===== src/rtl/lvl_irq_ctrl.sv =====
module lvl_irq_ctrl #(
  parameter int N_SRC = 31,
  parameter int N_CTX = 2,
  parameter int PW    = 3,
  parameter int AW    = 26
) (
  input  logic              clk,
  input  logic              rst_n,
  input  logic [N_SRC:1]    src_i,
  input  logic [AW-1:0]     bus_addr,
  input  logic              bus_wr,
  input  logic              bus_rd,
  input  logic [31:0]       bus_wdata,
  output logic [31:0]       bus_rdata,
  output logic [N_CTX-1:0]  irq_o
);
  localparam int IDW = $clog2(N_SRC + 1);
  localparam int NW  = (N_SRC + 32) / 32;
  localparam int NB  = NW * 32;
  localparam logic [31:0] EN_BASE  = 32'h0000_2000;
  localparam logic [31:0] CTL_BASE = 32'h0020_0000;
  localparam logic [31:0] EN_END   = EN_BASE + 32'(N_CTX * 128);
  localparam logic [31:0] CTL_END  = CTL_BASE + 32'(N_CTX * 4096);

  logic [PW-1:0]  prio [1:N_SRC];
  logic [NB-1:0]  en   [N_CTX];
  logic [PW-1:0]  thr  [N_CTX];
  logic [N_SRC:1] pend, busy;
  logic [IDW-1:0] best_id [N_CTX];

  logic [31:0] a, rd_val;
  int          pid, ectx, eword, cctx, wid;
  logic        p_hit, e_hit, t_hit, c_hit, w_ok;

  always_comb begin
    a     = 32'(bus_addr);
    pid   = int'(a[11:2]);
    eword = int'(a[6:2]);
    ectx  = int'((a - EN_BASE) >> 7);
    cctx  = int'((a - CTL_BASE) >> 12);
    p_hit = (a < 32'h1000) && (pid >= 1) && (pid <= N_SRC);
    e_hit = (a >= EN_BASE) && (a < EN_END) && (eword < NW);
    t_hit = (a >= CTL_BASE) && (a < CTL_END) && (a[11:0] == 12'h000);
    c_hit = (a >= CTL_BASE) && (a < CTL_END) && (a[11:0] == 12'h004);
    wid   = int'(bus_wdata[IDW-1:0]);
    w_ok  = (bus_wdata >= 32'd1) && (bus_wdata <= 32'(N_SRC));
  end

  always_comb begin
    logic [PW-1:0] lvl;
    for (int c = 0; c < N_CTX; c++) begin
      lvl        = thr[c];
      best_id[c] = '0;
      for (int i = 1; i <= N_SRC; i++)
        if (pend[i] && en[c][i] && prio[i] > lvl) begin
          lvl        = prio[i];
          best_id[c] = IDW'(i);
        end
      irq_o[c] = best_id[c] != '0;
    end
  end

  always_comb begin
    rd_val = '0;
    if (p_hit)      rd_val = 32'(prio[pid]);
    else if (e_hit) rd_val = en[ectx][eword*32 +: 32];
    else if (t_hit) rd_val = 32'(thr[cctx]);
    else if (c_hit) rd_val = 32'(best_id[cctx]);
  end

  always_ff @(posedge clk) begin
    if (!rst_n) begin
      pend      <= '0;
      busy      <= '0;
      bus_rdata <= '0;
      for (int i = 1; i <= N_SRC; i++) prio[i] <= '0;
      for (int c = 0; c < N_CTX; c++) begin
        en[c]  <= '0;
        thr[c] <= '0;
      end
    end else begin
      pend <= pend | (src_i & ~busy);
      if (bus_rd) begin
        bus_rdata <= rd_val;
        if (c_hit && best_id[cctx] != '0) begin
          pend[best_id[cctx]] <= 1'b0;
          busy[best_id[cctx]] <= 1'b1;
        end
      end
      if (bus_wr) begin
        if (p_hit) prio[pid] <= bus_wdata[PW-1:0];
        if (e_hit)
          for (int b = 0; b < 32; b++)
            en[ectx][eword*32+b] <= bus_wdata[b] && (eword*32+b >= 1) && (eword*32+b <= N_SRC);
        if (t_hit) thr[cctx] <= bus_wdata[PW-1:0];
        if (c_hit && w_ok && en[cctx][wid]) busy[wid] <= 1'b0;
      end
    end
  end
endmodule


===== config.mk =====
export PLATFORM = sky130hd
export DESIGN_NAME = lvl_irq_ctrl
export DESIGN_NICKNAME = d
export VERILOG_FILES = /design/src/rtl/lvl_irq_ctrl.sv
export SDC_FILE = /design/constraint.sdc
export NUM_CORES = 1
export LEC_CHECK = 0
export CORE_MARGIN = 2
export CORE_UTILIZATION = 62
export CTS_CLUSTER_DIAMETER = 80
export DETAILED_ROUTE_END_ITERATION = 12
export HOLD_SLACK_MARGIN = 0.1
export PLACE_DENSITY = 0.83
export SLEW_MARGIN = 20
export SYNTH_ARGS = -nofsm -noshare
export SYNTH_HDL_FRONTEND = slang
export SYNTH_SLANG_ARGS = --single-unit
export TNS_END_PERCENT = 1

===== constraint.sdc =====
create_clock -name clk -period 65.3 [get_ports clk]
set_clock_uncertainty 0.2 [all_clocks]
set_input_delay 16.325 -clock clk [delete_from_list [all_inputs] [get_ports clk]]
set_output_delay 16.325 -clock clk [all_outputs]
set_load 0.01 [all_outputs]

==> out/qor.csv, run 1 <==
stage,metric,value,unit
route,antenna_left,0,
sta,layout_setup_ws,3.37,ns
synth,synth_most_common_cell,nor2_1,
grt,grt_max_degree,105,
synth,synth.ff_latch_count,260,
synth,yosysUniqueCellTypes,116,
synth,yosys_warnings,0,
floorplanning,core,0.0337,mm²
synth,ys_seq_area_share,32.1,%
route,dr.first_iter.drc_count,3017,
sta,fmax,16.1,MHz
sta,maxSlewViolCount,0,
final_layout,layout-drive-gt1-share,8.43,%
synth,synth.avg_cell_area,8.41,µm²
power,max-vdd-ir-drop,0.0245,mV
sta,hold_viol,0,
grt,antenna_found_initial,0,
clock_network,clk_latency,0.59,ns
route,firstDrtPassIters,8,
clock_network,cts_buffer_depth,3,
sta,finalSetupTns,0,ns
critical_path,critical_path_class,flip-flop to primary output,
grt,busiest_layer,met2,
synth,synthArstFlopShare,0,%
critical_path,arrival,45.41,ns
final_layout,stdcell_area,0.0239,mm²
synth,synth_commonest_cells,"nor2_1 (297), nand2_1 (253), edfxtp_1 (166)",
synth,synth_area_leaders,"edfxtp_1 (23%), dfxtp_1 (8.8%), nor2_1 (5.2%)",
grt,use_met3,12.3,%
critical_path,setup.worst_path.end_class,primary output,
route,via_count,21858,
place,pre_cts_ws,4.98,ns
grt,first_global_vias,20698,
final_layout,syn_to_final_growth,12.0,%
synth,synth_top_area_share,23.3,%
place,dp.final_hpwl,59.1,mm
synth,yosysTopAreaCell,edfxtp_1,
route,vias_per_cell,7.12,
sta,grt_setup_unrepaired,no,
sta,max_slew_margin,26.8,%
min_path,hold_path_class,flip-flop to flip-flop,
synth,synth_area,0.0214,mm²
grt,grt_usage,42.7,%
clock_network,cts_tree,done,
synth,yosys_most_used_dff,edfxtp_1,
place,placed_area,0.0229,mm²
critical_path,cp.required,48.78,ns
clock_network,cts.clk_slew.worst_paths,0.06,ns
floorplanning,start_util,63.4,%
synth,synth-edff-count,166,
place,dpl.cell_count,3012,
floorplanning,fp.dieH,190,µm
sta,tightest_slew,1.09,ns
clock_network,cts_made_buffers,31,
floorplanning,die_w,190,µm
grt,grt_overflow,0,
critical_path,path_max_fanout,9,
floorplanning,io_pins,127,
synth,syn_inst,2540,
place,portBuffers,126,
sta,setup_viol,0,
route,route.detailed.drc,0,
final_layout,final_net_count,2764,
clock_network,cts_root_buf,clkbuf_16,
status,status,"finished, final reports clean",
clock_network,cts.htree.levels,1,
flow_run,maxCapViolCount,0,
floorplanning,num_rows,67,
route,wl_per_cell,25.3,µm
floorplanning,dieArea,0.0360,mm²
grt,grt.met1_usage,56.8,%
place,finalWeightedCongestion,1.04,
clock_network,cts.sinks,260,
power,powerDensity,24.7,mW/mm²
critical_path,worst_setup_path_start_kind,flip-flop,
sta,period_needed,61.93,ns
route,routed_wl,77.8,mm
final_layout,stdcell_count,3071,
grt,grt_pass1_wl,118,mm
sta,finalCritPeriodShare,94.8,%
final_layout,utilization,71.0,%
critical_path,cp_common_cell,nor2_1,
critical_path,cp_slowest_cell,clkdlybuf4s50_1,
power,power.leakage,8.88,nW
critical_path,slowest_delay,0.53,ns
grt,use_met2,64.6,%
## area by class of cell
cell class	count	area [µm²]
clock buffers	40	851
well taps	448	561
repair buffers	150	1420
multi-input cells	2066	13700
clock inverters	17	194
flip-flops and latches	260	6870
diodes	2	5.00
fillers	2590	9780
inverters	88	330
## report_power, final
part           switching [mW]  total [mW]  internal, mW  leakage, nW
sequential             0.0160       0.198         0.182         2.34
clock                  0.0743       0.179         0.105        0.517
combinational           0.133       0.215        0.0814         6.02
## critical path: cells and delay by family (launching register included)
family | cells | cell delay (ns)
compound gates | 79 | 17.28
mux | 9 | 2.99
buf+inv | 7 | 1.09
flops | 1 | 0.48
simple gates | 71 | 9.91
fa+ha+maj | 45 | 13.05
## repair_timing
item,4_1_cts,5_1_grt
hold buffers,0,0
setup endpoints to repair,0,1
buffers inserted,0,0
resized for setup,0,1
## final timing paths
kind / start / endpoint / depth (start not counted) / slack (ns)
setup / recovery: prio[1][1]$_SDFFCE_PN0P_ / irq_o[1] / 211 / 3.37
hold reg to reg: busy[29]$_SDFF_PN0_ / busy[29]$_SDFF_PN0_ / 2 / 0.25
setup reg to reg: prio[1][1]$_SDFFCE_PN0P_ / busy[5]$_SDFF_PN0_ / 210 / 19.76
hold / removal: busy[29]$_SDFF_PN0_ / busy[29]$_SDFF_PN0_ / 2 / 0.25
## cells by family after synthesis
family	count (synthesis)	share of synthesized area, %
flip-flops	260	32.1
multiplexers	106	7.50
AO/OA/AOI/OAI	732	24.1
other	1	0.0176
AND/OR/NAND/NOR	1115	26.3
buffers and inverters	218	4.00
adder cells (fa/ha/maj)	108	5.94
## per-stage QoR
| step | power [mW] | hold WS (ns) |
|---|---|---|
| 6_report | 0.592 | 0.248 |
| 5_1_grt | 0.615 | 0.268 |
| 4_1_cts | 0.581 | 0.247 |
| 3_5_place_dp | 0.405 | 0.238 |
| 3_3_place_gp | 0.399 | 0.233 |
| 2_1_floorplan | 0.343 | 0.226 |
## state kept, by name, indices dropped and copies added, names as in the netlist
| name | flops |
|---|---|
| bus_rdata | 32 |
| thr | 6 |
| en | 64 |
| prio | 96 |
| pend | 31 |
| busy | 31 |
## routing by layer
layer	wire [µm]	vias to the layer above	share of wire, %
li1	-	9641	-
met1	28900	10261	37
met2	32900	1675	42
met3	11900	281	15
met4	4050	0	5.2
met5	0	-	0
## cell usage in the layout (no fill, tap or decap), types with 14 or more instances in the layout
master | Yosys | routed
a21o_1 | 22 | 22
nand2b_1 | 28 | 28
and2_1 | 113 | 113
o211a_1 | 14 | 14
o211ai_1 | 32 | 32
nor2_1 | 297 | 297
clkbuf_16 | 0 | 32
nand3_1 | 88 | 88
a21boi_0 | 29 | 29
mux4_2 | 41 | 41
a22oi_1 | 18 | 18
o31ai_1 | 27 | 27
nand4_1 | 40 | 40
or3_1 | 14 | 14
nor4_1 | 17 | 17
buf_4 | 7 | 25
a211oi_1 | 22 | 22
nor3b_1 | 16 | 16
o21ai_1 | 32 | 32
inv_1 | 88 | 88
edfxtp_1 | 166 | 166
o22ai_1 | 18 | 18
nand2_1 | 253 | 253
o21a_1 | 33 | 33
a21oi_1 | 160 | 159
or2_2 | 20 | 20
nor3_1 | 50 | 48
maj3_1 | 32 | 32
and3_1 | 51 | 51
ha_1 | 74 | 74
nor2b_1 | 75 | 75
mux2i_1 | 51 | 51
dfxtp_1 | 94 | 94
a31oi_1 | 31 | 31
o21ai_0 | 128 | 128
clkdlybuf4s50_1 | 0 | 122
Power figures use the tool's default switching activity.
==> run 2, diff against run 1 <==
Settings changed: PLACE_DENSITY 0.83 to 0.81.
==> out/qor.csv, run 2 (synthesis gave the netlist of run 1 again) <==
stage,metric,value,unit
critical_path,slowest_delay,0.54,ns
power,power.switching,220,µW
place,dp.final_hpwl,59.0,mm
final_layout,reg_top3,"prio x96, en x64, bus_rdata x32",
min_path,hold_path_class,flip-flop to flip-flop,
critical_path,cp.required,48.78,ns
final_layout,utilization,70.8,%
final_layout,largest_register_ffs,96,
power,power.leakage,8.85,nW
power,intPower,363,µW
power,p_clk_share,29.1,%
floorplanning,num_rows,67,
critical_path,setup.worst_path.end_class,primary output,
sta,layout_setup_ws,3.11,ns
route,via_count,21785,
sta,max_slew_margin,26.8,%
power,max-vdd-ir-drop,0.0239,mV
route,route.detailed.drc,0,
sta,timing.hold.ws,0.248,ns
power,power_frac_seq,33.9,%
place,finalWeightedCongestion,1.03,
route,wl_per_cell,25.0,µm
place,pre_cts_ws,3.56,ns
place,placed_area,0.0228,mm²
sta,finalCritPeriodShare,95.2,%
clock_network,cts_tree,done,
final_layout,layout-drive-gt1-share,8.61,%
clock_network,cts.sinks,260,
critical_path,cp_slowest_cell,clkdlybuf4s50_1,
floorplanning,die_w,190,µm
final_layout,final_net_count,2759,
critical_path,path_max_fanout,9,
power,p_sw_share,37.7,%
grt,antenna_found_initial,1,
sta,setup_viol,0,
critical_path,cp_common_cell,nor2_1,
final_layout,top_register,prio,
final_layout,final_common_cell,nor2_1,
place,portBuffers,126,
floorplanning,fp.dieH,190,µm
sta,fmax,16.1,MHz
floorplanning,io_pins,127,
grt,grt_usage,42.0,%
final_layout,stdcell_area,0.0239,mm²
sta,finalSetupTns,0,ns
grt,grt_overflow,0,
critical_path,worst_setup_path_start_kind,flip-flop,
final_layout,fill_cells,2581,
status,status,"finished, final reports clean",
critical_path,critical_path_class,flip-flop to primary output,
floorplanning,core,0.0337,mm²
grt,first_global_vias,20758,
route,vias_per_cell,7.11,
clock_network,cts_buffer_depth,3,
floorplanning,start_util,63.4,%
route,antenna_left,0,
sta,tightest_slew,1.10,ns
grt,grt_pass1_wl,117,mm
clock_network,cts_made_buffers,28,
final_layout,stdcell_count,3065,
clock_network,cts.clk_slew.worst_paths,0.06,ns
route,routed_wl,76.5,mm
place,dpl.cell_count,3009,
final_layout,layout_common_cells,"nor2_1 (297), nand2_1 (253), edfxtp_1 (166), a21oi_1 (157), o21ai_0 (128)",
route,dr.first_iter.drc_count,2877,
critical_path,arrival,45.67,ns
power,powerDensity,24.4,mW/mm²
flow_run,maxCapViolCount,0,
clock_network,clk_latency,0.57,ns
grt,grt_max_degree,80,
power,p_total,583,µW
route,firstDrtPassIters,6,
final_layout,syn_to_final_growth,11.8,%
floorplanning,dieArea,0.0360,mm²
sta,period_needed,62.19,ns
sta,hold_viol,0,
clock_network,cts.htree.levels,1,
sta,maxSlewViolCount,0,
power,combinationalPowerShare,37.1,%
clock_network,cts_root_buf,clkbuf_16,
[run 2: changes by cell type in the layout (fill, tap and decap cells not counted), sizes merged]
| cell | previous run | this run |
|---|---|---|
| inv | 94 | 90 |
| clkbuf | 40 | 38 |
| clkdlybuf4s50 | 122 | 121 |
| clkinv | 7 | 8 |
| diode | 2 | 3 |
| buf | 28 | 27 |
[run 2: worst max-delay path, delay by kind of cell, from the launching register on]
family                     cells  cell delay, ns
adders and majority gates     45           13.16
and+or+nand+nor               69           10.11
AOI/OAI and AO/OA             81           17.14
buffers and inverters          7            1.14
DFF                            1            0.51
muxes                          9            3.03
[run 2: repair_timing]
action / CTS / global route
endpoints found under the hold margin: 0 / 0
hold buffers: 0 / 0
buffers inserted: 0 / 1
endpoints found under the setup margin: 0 / 1
gates resized for setup: 0 / 9
[run 2: path summary, 6_finish.rpt]
check	endpoint	cells after the start	from	slack (ns)
setup / recovery	irq_o[1]	211	prio[1][1]$_SDFFCE_PN0P_	3.11
setup reg to reg	busy[2]$_SDFF_PN0_	210	prio[1][1]$_SDFFCE_PN0P_	19.52
hold / removal	busy[14]$_SDFF_PN0_	2	busy[14]$_SDFF_PN0_	0.25
hold reg to reg	busy[14]$_SDFF_PN0_	2	busy[14]$_SDFF_PN0_	0.25
[run 2: layout make-up]
type | count | area [µm²] | area share (%)
clock inverters | 14 | 164 | 0.687
multi-input cells | 2066 | 13700 | 57.5
diodes | 3 | 7.51 | 0.0314
repair buffers | 148 | 1400 | 5.88
flip-flops and latches | 260 | 6870 | 28.8
well taps | 448 | 561 | 2.35
clock buffers | 38 | 820 | 3.43
inverters | 88 | 330 | 1.38
[run 2: metal layers]
layer  GRT usage (%)  part of all wire (%)  vias up
met5               0                     0        -
met2            65.2                    43     1593
li1                -                     -     9649
met3            11.2                    15      246
met4            15.2                   3.9        0
met1            56.6                    38    10297
[run 2: power groups by stage]
stage,Clock (mW),Combinational [mW],Sequential [mW]
2_1_floorplan,0,0.154,0.190
3_3_place_gp,0,0.201,0.199
3_5_place_dp,0,0.206,0.199
4_1_cts,0.168,0.208,0.196
5_1_grt,0.174,0.234,0.198
6_report,0.169,0.216,0.198
